[src/rtl/scl_gen_pkg.sv]
package scl_gen_pkg;

    typedef enum logic [1:0] {
        PH_IDLE = 2'd0,
        PH_LOW  = 2'd1,
        PH_HIGH = 2'd2
    } phase_e;

endpackage

[src/rtl/scl_div_reg.sv]
module scl_div_reg #(
    parameter int DIV_W     = 16,
    parameter int RESET_DIV = 0
) (
    input  logic               clk,
    input  logic               rst_n,
    input  logic               wr,
    input  logic [2*DIV_W-1:0] wdata,
    input  logic               load,
    output logic [2*DIV_W-1:0] word_o,
    output logic [DIV_W-1:0]   low_o,
    output logic [DIV_W-1:0]   high_o
);
    localparam int WORD_W = 2 * DIV_W;

    typedef struct packed {
        logic [WORD_W-1:0] word;
        logic [DIV_W-1:0]  low;
        logic [DIV_W-1:0]  high;
    } div_state_t;

    div_state_t s_d, s_q;

    logic [DIV_W-1:0] fld_low, fld_high;

    always_comb begin
        s_d      = s_q;
        fld_low  = s_q.word[DIV_W-1:0];
        fld_high = s_q.word[WORD_W-1:DIV_W];
        if (wr) begin
            s_d.word = wdata;
        end
        if (load) begin
            // a zero field counts as one unit
            s_d.low  = (fld_low  == '0) ? DIV_W'(1) : fld_low;
            s_d.high = (fld_high == '0) ? DIV_W'(1) : fld_high;
        end
    end

    always_ff @(posedge clk) begin
        if (!rst_n) begin
            s_q.word <= WORD_W'(RESET_DIV);
            s_q.low  <= DIV_W'(1);
            s_q.high <= DIV_W'(1);
        end else begin
            s_q <= s_d;
        end
    end

    assign word_o = s_q.word;
    assign low_o  = s_q.low;
    assign high_o = s_q.high;

    assert_word_write_R2: assert property (@(posedge clk) disable iff (!rst_n)
        wr |=> (word_o == $past(wdata)));

    assert_capture_only_at_load_R6: assert property (@(posedge clk) disable iff (!rst_n)
        !load |=> ($stable(low_o) && $stable(high_o)));

endmodule

[src/rtl/scl_substep.sv]
module scl_substep #(
    parameter int SUB_STEPS = 8,
    localparam int SUB_W    = (SUB_STEPS > 1) ? $clog2(SUB_STEPS) : 1
) (
    input  logic             clk,
    input  logic             rst_n,
    input  logic             run,
    output logic [SUB_W-1:0] sub_o,
    output logic             wrap_o
);
    typedef struct packed {
        logic [SUB_W-1:0] sub;
    } sub_state_t;

    sub_state_t s_d, s_q;

    logic at_last;

    always_comb begin
        s_d     = s_q;
        at_last = (s_q.sub == SUB_W'(SUB_STEPS - 1));
        if (!run) begin
            s_d.sub = '0;
        end else if (at_last) begin
            s_d.sub = '0;
        end else begin
            s_d.sub = s_q.sub + SUB_W'(1);
        end
    end

    always_ff @(posedge clk) begin
        if (!rst_n) begin
            s_q.sub <= '0;
        end else begin
            s_q <= s_d;
        end
    end

    assign sub_o  = s_q.sub;
    assign wrap_o = run && at_last;

    assert_idle_holds_zero_R9: assert property (@(posedge clk) disable iff (!rst_n)
        (!run && $past(!run)) |-> (sub_o == '0));

endmodule

[src/rtl/scl_phase_fsm.sv]
module scl_phase_fsm
    import scl_gen_pkg::*;
#(
    parameter int DIV_W     = 16,
    parameter int SUB_STEPS = 8,
    localparam int SUB_W    = (SUB_STEPS > 1) ? $clog2(SUB_STEPS) : 1
) (
    input  logic             clk,
    input  logic             rst_n,
    input  logic             en,
    input  logic [DIV_W-1:0] low_div,
    input  logic [DIV_W-1:0] high_div,
    input  logic [SUB_W-1:0] sub,
    input  logic             wrap,
    output logic             active_o,
    output logic             load_o,
    output logic             scl_o,
    output logic             low_begin_o,
    output logic             high_begin_o,
    output logic             mid_low_o,
    output logic             mid_high_o
);
    localparam logic [SUB_W-1:0] HALF_SUB = SUB_W'(SUB_STEPS / 2);

    typedef struct packed {
        phase_e           ph;
        logic [DIV_W-1:0] unit;
        logic             scl;
    } fsm_state_t;

    fsm_state_t s_d, s_q;

    logic [DIV_W-1:0] cur_div;
    logic             last_unit;
    logic             load;
    logic             at_first;
    logic             at_mid;
    logic [SUB_W-1:0] mid_sub;

    always_comb begin
        s_d       = s_q;
        load      = 1'b0;
        cur_div   = (s_q.ph == PH_HIGH) ? high_div : low_div;
        last_unit = (s_q.unit == (cur_div - DIV_W'(1)));
        unique case (s_q.ph)
            PH_IDLE: begin
                if (en) begin
                    s_d.ph   = PH_LOW;
                    s_d.unit = '0;
                    load     = 1'b1;
                end
            end
            PH_LOW: begin
                if (!en) begin
                    s_d.ph   = PH_IDLE;
                    s_d.unit = '0;
                end else if (wrap) begin
                    if (last_unit) begin
                        s_d.ph   = PH_HIGH;
                        s_d.unit = '0;
                    end else begin
                        s_d.unit = s_q.unit + DIV_W'(1);
                    end
                end
            end
            PH_HIGH: begin
                if (!en) begin
                    s_d.ph   = PH_IDLE;
                    s_d.unit = '0;
                end else if (wrap) begin
                    if (last_unit) begin
                        s_d.ph   = PH_LOW;
                        s_d.unit = '0;
                        load     = 1'b1;
                    end else begin
                        s_d.unit = s_q.unit + DIV_W'(1);
                    end
                end
            end
            default: begin
                s_d.ph   = PH_IDLE;
                s_d.unit = '0;
            end
        endcase
        s_d.scl = (s_d.ph != PH_LOW);
    end

    always_ff @(posedge clk) begin
        if (!rst_n) begin
            s_q.ph   <= PH_IDLE;
            s_q.unit <= '0;
            s_q.scl  <= 1'b1;
        end else begin
            s_q <= s_d;
        end
    end

    // midpoint = SUB_STEPS/2 * div cycles = unit div>>1, plus half a unit when div is odd
    always_comb begin
        mid_sub  = cur_div[0] ? HALF_SUB : '0;
        at_first = (s_q.unit == '0) && (sub == '0);
        at_mid   = (s_q.unit == (cur_div >> 1)) && (sub == mid_sub);
    end

    assign active_o     = (s_q.ph != PH_IDLE);
    assign load_o       = load;
    assign scl_o        = s_q.scl;
    assign low_begin_o  = (s_q.ph == PH_LOW)  && at_first;
    assign high_begin_o = (s_q.ph == PH_HIGH) && at_first;
    assign mid_low_o    = (s_q.ph == PH_LOW)  && at_mid;
    assign mid_high_o   = (s_q.ph == PH_HIGH) && at_mid;

    assert_low_unit_in_range_R3: assert property (@(posedge clk) disable iff (!rst_n)
        (s_q.ph == PH_LOW) |-> (s_q.unit < low_div));

    assert_high_unit_in_range_R4: assert property (@(posedge clk) disable iff (!rst_n)
        (s_q.ph == PH_HIGH) |-> (s_q.unit < high_div));

    assert_phase_starts_aligned_R10: assert property (@(posedge clk) disable iff (!rst_n)
        (s_q.ph != PH_IDLE && $past(s_q.ph) != s_q.ph) |-> (sub == '0));

endmodule

[src/rtl/scl_timing_gen.sv]
module scl_timing_gen #(
    parameter int DIV_W     = 16,
    parameter int SUB_STEPS = 8,
    parameter int RESET_DIV = 0
) (
    input  logic               clk,
    input  logic               rst_n,
    input  logic               run_en,
    input  logic               div_wr,
    input  logic [2*DIV_W-1:0] div_wdata,
    output logic [2*DIV_W-1:0] div_rdata,
    output logic               scl_o,
    output logic               low_begin,
    output logic               high_begin,
    output logic               sda_change,
    output logic               sda_sample
);
    localparam int SUB_W = (SUB_STEPS > 1) ? $clog2(SUB_STEPS) : 1;

    logic [DIV_W-1:0] low_div, high_div;
    logic [SUB_W-1:0] sub;
    logic             wrap;
    logic             active;
    logic             load;

    scl_div_reg #(
        .DIV_W     (DIV_W),
        .RESET_DIV (RESET_DIV)
    ) u_div (
        .clk    (clk),
        .rst_n  (rst_n),
        .wr     (div_wr),
        .wdata  (div_wdata),
        .load   (load),
        .word_o (div_rdata),
        .low_o  (low_div),
        .high_o (high_div)
    );

    scl_substep #(
        .SUB_STEPS (SUB_STEPS)
    ) u_sub (
        .clk    (clk),
        .rst_n  (rst_n),
        .run    (active),
        .sub_o  (sub),
        .wrap_o (wrap)
    );

    scl_phase_fsm #(
        .DIV_W     (DIV_W),
        .SUB_STEPS (SUB_STEPS)
    ) u_fsm (
        .clk          (clk),
        .rst_n        (rst_n),
        .en           (run_en),
        .low_div      (low_div),
        .high_div     (high_div),
        .sub          (sub),
        .wrap         (wrap),
        .active_o     (active),
        .load_o       (load),
        .scl_o        (scl_o),
        .low_begin_o  (low_begin),
        .high_begin_o (high_begin),
        .mid_low_o    (sda_change),
        .mid_high_o   (sda_sample)
    );

    assert_release_when_off_R9: assert property (@(posedge clk) disable iff (!rst_n)
        !run_en |=> scl_o);

    assert_fall_marks_low_start_R10: assert property (@(posedge clk) disable iff (!rst_n)
        $fell(scl_o) |-> low_begin);

    assert_rise_marks_high_start_R10: assert property (@(posedge clk) disable iff (!rst_n)
        ($rose(scl_o) && run_en && $past(run_en)) |-> high_begin);

    assert_change_while_low_R7: assert property (@(posedge clk) disable iff (!rst_n)
        sda_change |-> !scl_o);

    assert_sample_while_high_R8: assert property (@(posedge clk) disable iff (!rst_n)
        sda_sample |-> scl_o);

    assert_single_strobe_R7: assert property (@(posedge clk) disable iff (!rst_n)
        $onehot0({low_begin, high_begin, sda_change, sda_sample}));

endmodule

[config.mk]
export PLATFORM = sky130hd
export DESIGN_NAME = scl_timing_gen
export DESIGN_NICKNAME = d
export VERILOG_FILES = /design/src/rtl/scl_gen_pkg.sv /design/src/rtl/scl_div_reg.sv /design/src/rtl/scl_substep.sv /design/src/rtl/scl_phase_fsm.sv /design/src/rtl/scl_timing_gen.sv
export SDC_FILE = /design/constraint.sdc
export NUM_CORES = 1
export LEC_CHECK = 0
export BUFFER_PORTS_ARGS = -buffer_cell sky130_fd_sc_hd__buf_2
export CAP_MARGIN = 10
export CORE_MARGIN = 1.5
export CORE_UTILIZATION = 40
export DETAILED_ROUTE_END_ITERATION = 16
export GPL_TIMING_DRIVEN = 0
export PLACE_DENSITY = 0.56
export SLEW_MARGIN = 20
export SYNTH_ARGS = -nofsm -noshare
export SYNTH_HDL_FRONTEND = slang
export SYNTH_HIERARCHICAL = 1
export SYNTH_SLANG_ARGS = --single-unit
[constraint.sdc]
create_clock -name clk -period 10.1 [get_ports clk]
set_clock_uncertainty 0.15 [all_clocks]
set_input_delay 0 -clock clk [delete_from_list [all_inputs] [get_ports clk]]
set_output_delay 0 -clock clk [all_outputs]
set_load 0.01 [all_outputs]
==> results.py <==
metrics = {
    "timing": {
        "holdWs_ps": 6.76,
        "tightest_slew_ps": 553,
        "fmax_mhz": 207,
        "fin_crit_ps": 4840,
        "rsz0062_at_grt": "false",
        "tns_ps": 0,
        "timing.final.crit_share_pct": 47.9,
        "setup-violations-final": 0,
        "hold_violations": 0,
        "relSlewSlack_pct": 62.1,
        "report.final.slew_viol_count": 0,
    },
    "clock_tree": {
        "cts_hold_buf": 64,
        "cts_buffers": 9,
        "root_buffer": "clkbuf_16",
        "cts-resized-gates": 0,
        "h-tree-depth": 3,
        "cts_max_path_buffers": 2,
        "cts.sink_count": 86,
        "clk_pin_slew_worst_paths_ps": 60,
        "clk-insertion-delay-late_ps": 340,
        "cts_tree": "yes",
        "post_cts_buffers": 0,
    },
    "synth": {
        "synth.distinct_cells": 58,
        "synth-edff-count": 0,
        "yosysSeqAreaShare_pct": 35.6,
        "postSynthCellCount": 508,
        "yosys.area_share.simple_pct": 23.4,
        "synth_fp_nets": 549,
        "syn_area_um2": 4840,
        "syn_avg_cell_area_um2": 9.52,
        "ys_seq_elements": 86,
        "synth_fa_ha_area_share_pct": 1.29,
        "synth_compound_area_share_pct": 7.27,
        "yosys_warnings": 6,
        "synth_ff_type": "dfxtp_1",
        "synth_top_family_by_area": "simple AND/OR/NAND/NOR gates",
        "async_reset_ff_share_pct": 0,
        "synthMuxAreaShare_pct": 17.9,
        "synthXorXnorAreaFrac_pct": 7.43,
    },
    "setup_path": {
        "cpMostUsedCell": "buf_6",
        "slowest_stage": "or4b_4",
        "cp-end-kind": "register",
        "path_cells": "buf_6 -> nor2b_4 -> buf_6 -> buf_6 -> buf_6 -> mux2i_1 -> ha_1 -> nand3b_1 -> nor3_1 -> xor2_1 -> a2111oi_0 -> or4b_4 -> buf_6 -> or2_4 -> a21oi_1 -> buf_6 -> buf_12 -> mux2i_1 -> nor2b_1",
        "slowest_delay_ps": 560,
        "crit_buf_inv": 7,
        "path_max_fanout": 10,
        "cp-start-kind": "register",
        "crit_type": "register to register",
        "cp_top_family": "simple AND/OR/NAND/NOR gates",
        "cp_data_arrival_time_ps": 4920,
        "crit_required_ps": 10180,
    },
    "finish": {
        "syn_to_final_growth_pct": 30.0,
        "fin_util_pct": 54.1,
        "fin_nets": 695,
        "fin_cells": 802,
        "drive_gt1_share_pct": 18.7,
        "diodes": 0,
    },
    "power_and_ir_drop": {
        "p_seq_share_pct": 45.3,
        "internal-power_uw": 597,
        "worst_ir_drop_vdd_mv": 0.0761,
        "power_per_cell_area_nw_per_um2": 129,
        "p_comb_share_pct": 16.8,
        "p_total_uw": 811,
        "sw_frac_of_total_pct": 26.4,
        "p_sw_uw": 214,
        "p_clk_share_pct": 37.9,
        "leakage_nw": 2.63,
    },
    "worst_hold_path": {
        "min_path_type": "input port to register",
    },
    "grt": {
        "grtUsageMet1_pct": 26.5,
        "grt_max_degree": 16,
        "grt_use_met2_pct": 35.0,
        "top_usage_layer": "met2",
        "use_met3_pct": 3.75,
        "antenna_found_initial": 0,
        "grt_pass1_wl_um": 20700,
        "grt_util_all_layers_pct": 20.6,
        "grt_pass1_vias": 4020,
        "grt-ovfl-total": 0,
    },
    "floorplan": {
        "fp.dieH_um": 113,
        "dieArea_um2": 12800,
        "die_width_um": 113,
        "start_util_pct": 41.6,
        "num_rows": 39,
        "io_pins": 73,
        "coreArea_um2": 11600,
    },
    "placed_design": {
        "gp_routability_congestion": 0.806,
        "hpwlAfterDp_um": 9370,
        "port_buffers": 71,
        "dp_cells": 722,
    },
    "drt": {
        "first_iter_violations": 261,
        "dr.pass1.iters": 4,
        "drt-total-wl_um": 12700,
        "vias_per_cell": 5.17,
        "ant_nets": 0,
        "drc_errors": 0,
        "vias": 4148,
        "wl_per_cell_um": 15.9,
    },
    "outcome": {
        "status": "complete, no violations",
    },
    "job": {
        "max-cap-violations": 0,
    },
}
## worst reg2reg max path, cell delays in order, from the launching register on
cell and delay (ps):
dfxtp_1 330, buf_6 130, nor2b_4 150, buf_6 120, buf_6 170, buf_6 200, mux2i_1 430, ha_1 290
nand3b_1 230, nor3_1 290, xor2_1 90, a2111oi_0 420, or4b_4 560, buf_6 170, or2_4 250, a21oi_1 180
buf_6 170, buf_12 150, mux2i_1 200, nor2b_1 60
## final cells by class
class | count | area, um2
buffer | 39 | 312
clock buffer | 10 | 229
clock inverter | 6 | 46.3
fill | 1036 | 5330
inverter | 8 | 30.0
multi-input combinational | 375 | 2770
sequential | 86 | 1720
tap | 143 | 179
timing repair buffer | 135 | 996
## cell families (layout without fill, tap and decap cells)
family	count (synthesis)	in the layout
mux	83	83
buf+inv	47	198
flops	86	86
simple gates	194	194
xor+xnor	41	41
fa+ha+maj	5	5
compound gates	52	52
## layer usage
| metal | share of wire (%) | up-vias | wire length, um |
|---|---|---|---|
| li1 | - | 2086 | - |
| met1 | 47 | 1945 | 6020 |
| met2 | 48 | 107 | 6150 |
| met3 | 3.2 | 10 | 411 |
| met4 | 1.3 | 0 | 167 |
| met5 | 0 | - | 0 |
## state kept, by name (all words and copies together) (netlist names)
| register | flops |
|---|---|
| u_div/high_o | 16 |
| u_div/low_o | 16 |
| u_div/word_o | 32 |
| u_fsm/s_q | 18 |
| u_fsm/scl_o | 1 |
| u_sub/sub_o | 3 |
## placed cells by master (no fill, tap or decap), types with 2 or more instances in the layout
master	netlist	routed
mux2i_1	77	77
ha_1	5	5
and4b_2	2	2
clkbuf_16	0	9
nand2b_1	2	2
inv_1	8	8
nand4_1	5	5
xor2_1	9	9
a21oi_1	5	5
nand2_1	20	20
nor3_1	11	11
mux2_2	2	2
a32o_1	2	2
clkbuf_1	20	21
nor4_1	17	17
and4bb_2	2	2
buf_12	6	6
buf_2	3	74
and2_1	5	5
mux2i_4	2	2
nand3_1	11	11
mux2i_2	2	2
nor2b_1	66	66
a41oi_1	3	3
dlygate4sd3_1	0	64
a31oi_1	22	22
xnor2_1	32	32
dfxtp_1	86	86
nor2_1	27	27
o2111ai_1	2	2
buf_6	8	8
and3_1	12	12
clkinv_2	0	2
o21ai_0	6	6
or3_1	2	2
## worst paths after layout
check | start | endpoint | slack, ps | cells after the start
worst max-delay path | u_fsm/s_q[18] | u_div/high_o[4] | 5260 | 19
worst min-delay path | div_wr | u_div/word_o[18] | 7 | 4
worst max register to register | u_fsm/s_q[18] | u_div/high_o[4] | 5260 | 19
worst min register to register | u_div/high_o[1] | u_div/high_o[1] | 370 | 2
## synthesized netlist by cell type, types with 2 or more instances
cell type | number | share of area [%]
nor3_1 | 11 | 1.1
nor4_1 | 17 | 2.2
mux2_2 | 2 | 0.47
mux2i_4 | 2 | 0.93
or3_1 | 2 | 0.26
and4b_2 | 2 | 0.47
nand2b_1 | 2 | 0.26
nor2_1 | 27 | 2.1
o2111ai_1 | 2 | 0.36
nor2b_1 | 66 | 8.5
a31oi_1 | 22 | 2.8
a21oi_1 | 5 | 0.52
a32o_1 | 2 | 0.41
and2_1 | 5 | 0.65
nand4_1 | 5 | 0.65
buf_2 | 3 | 0.31
mux2i_1 | 77 | 16
dfxtp_1 | 86 | 36
ha_1 | 5 | 1.3
buf_12 | 6 | 2.5
and3_1 | 12 | 1.6
inv_1 | 8 | 0.62
buf_6 | 8 | 1.9
clkbuf_1 | 20 | 1.6
mux2i_2 | 2 | 0.57
o21ai_0 | 6 | 0.62
xnor2_1 | 32 | 5.8
nand3_1 | 11 | 1.1
and4bb_2 | 2 | 0.52
xor2_1 | 9 | 1.6
nand2_1 | 20 | 1.6
a41oi_1 | 3 | 0.54
## per-stage QoR
stage	worst slack (ps)	area, um2
2_1_floorplan	5920	4840
3_3_place_gp	5380	5370
3_5_place_dp	5310	5370
4_1_cts	5270	6290
5_1_grt	4910	6290
6_report	5260	6290
## power groups by stage
stage                     registers [mW]  clock network, mW  logic, mW
after floorplan                    0.373                  0     0.0774
after global placement             0.374                  0      0.110
after detailed placement           0.375                  0      0.111
after CTS                          0.367              0.318      0.135
after global routing               0.369              0.329      0.149
final                              0.367              0.307      0.136
Power figures use the tool's default switching activity.
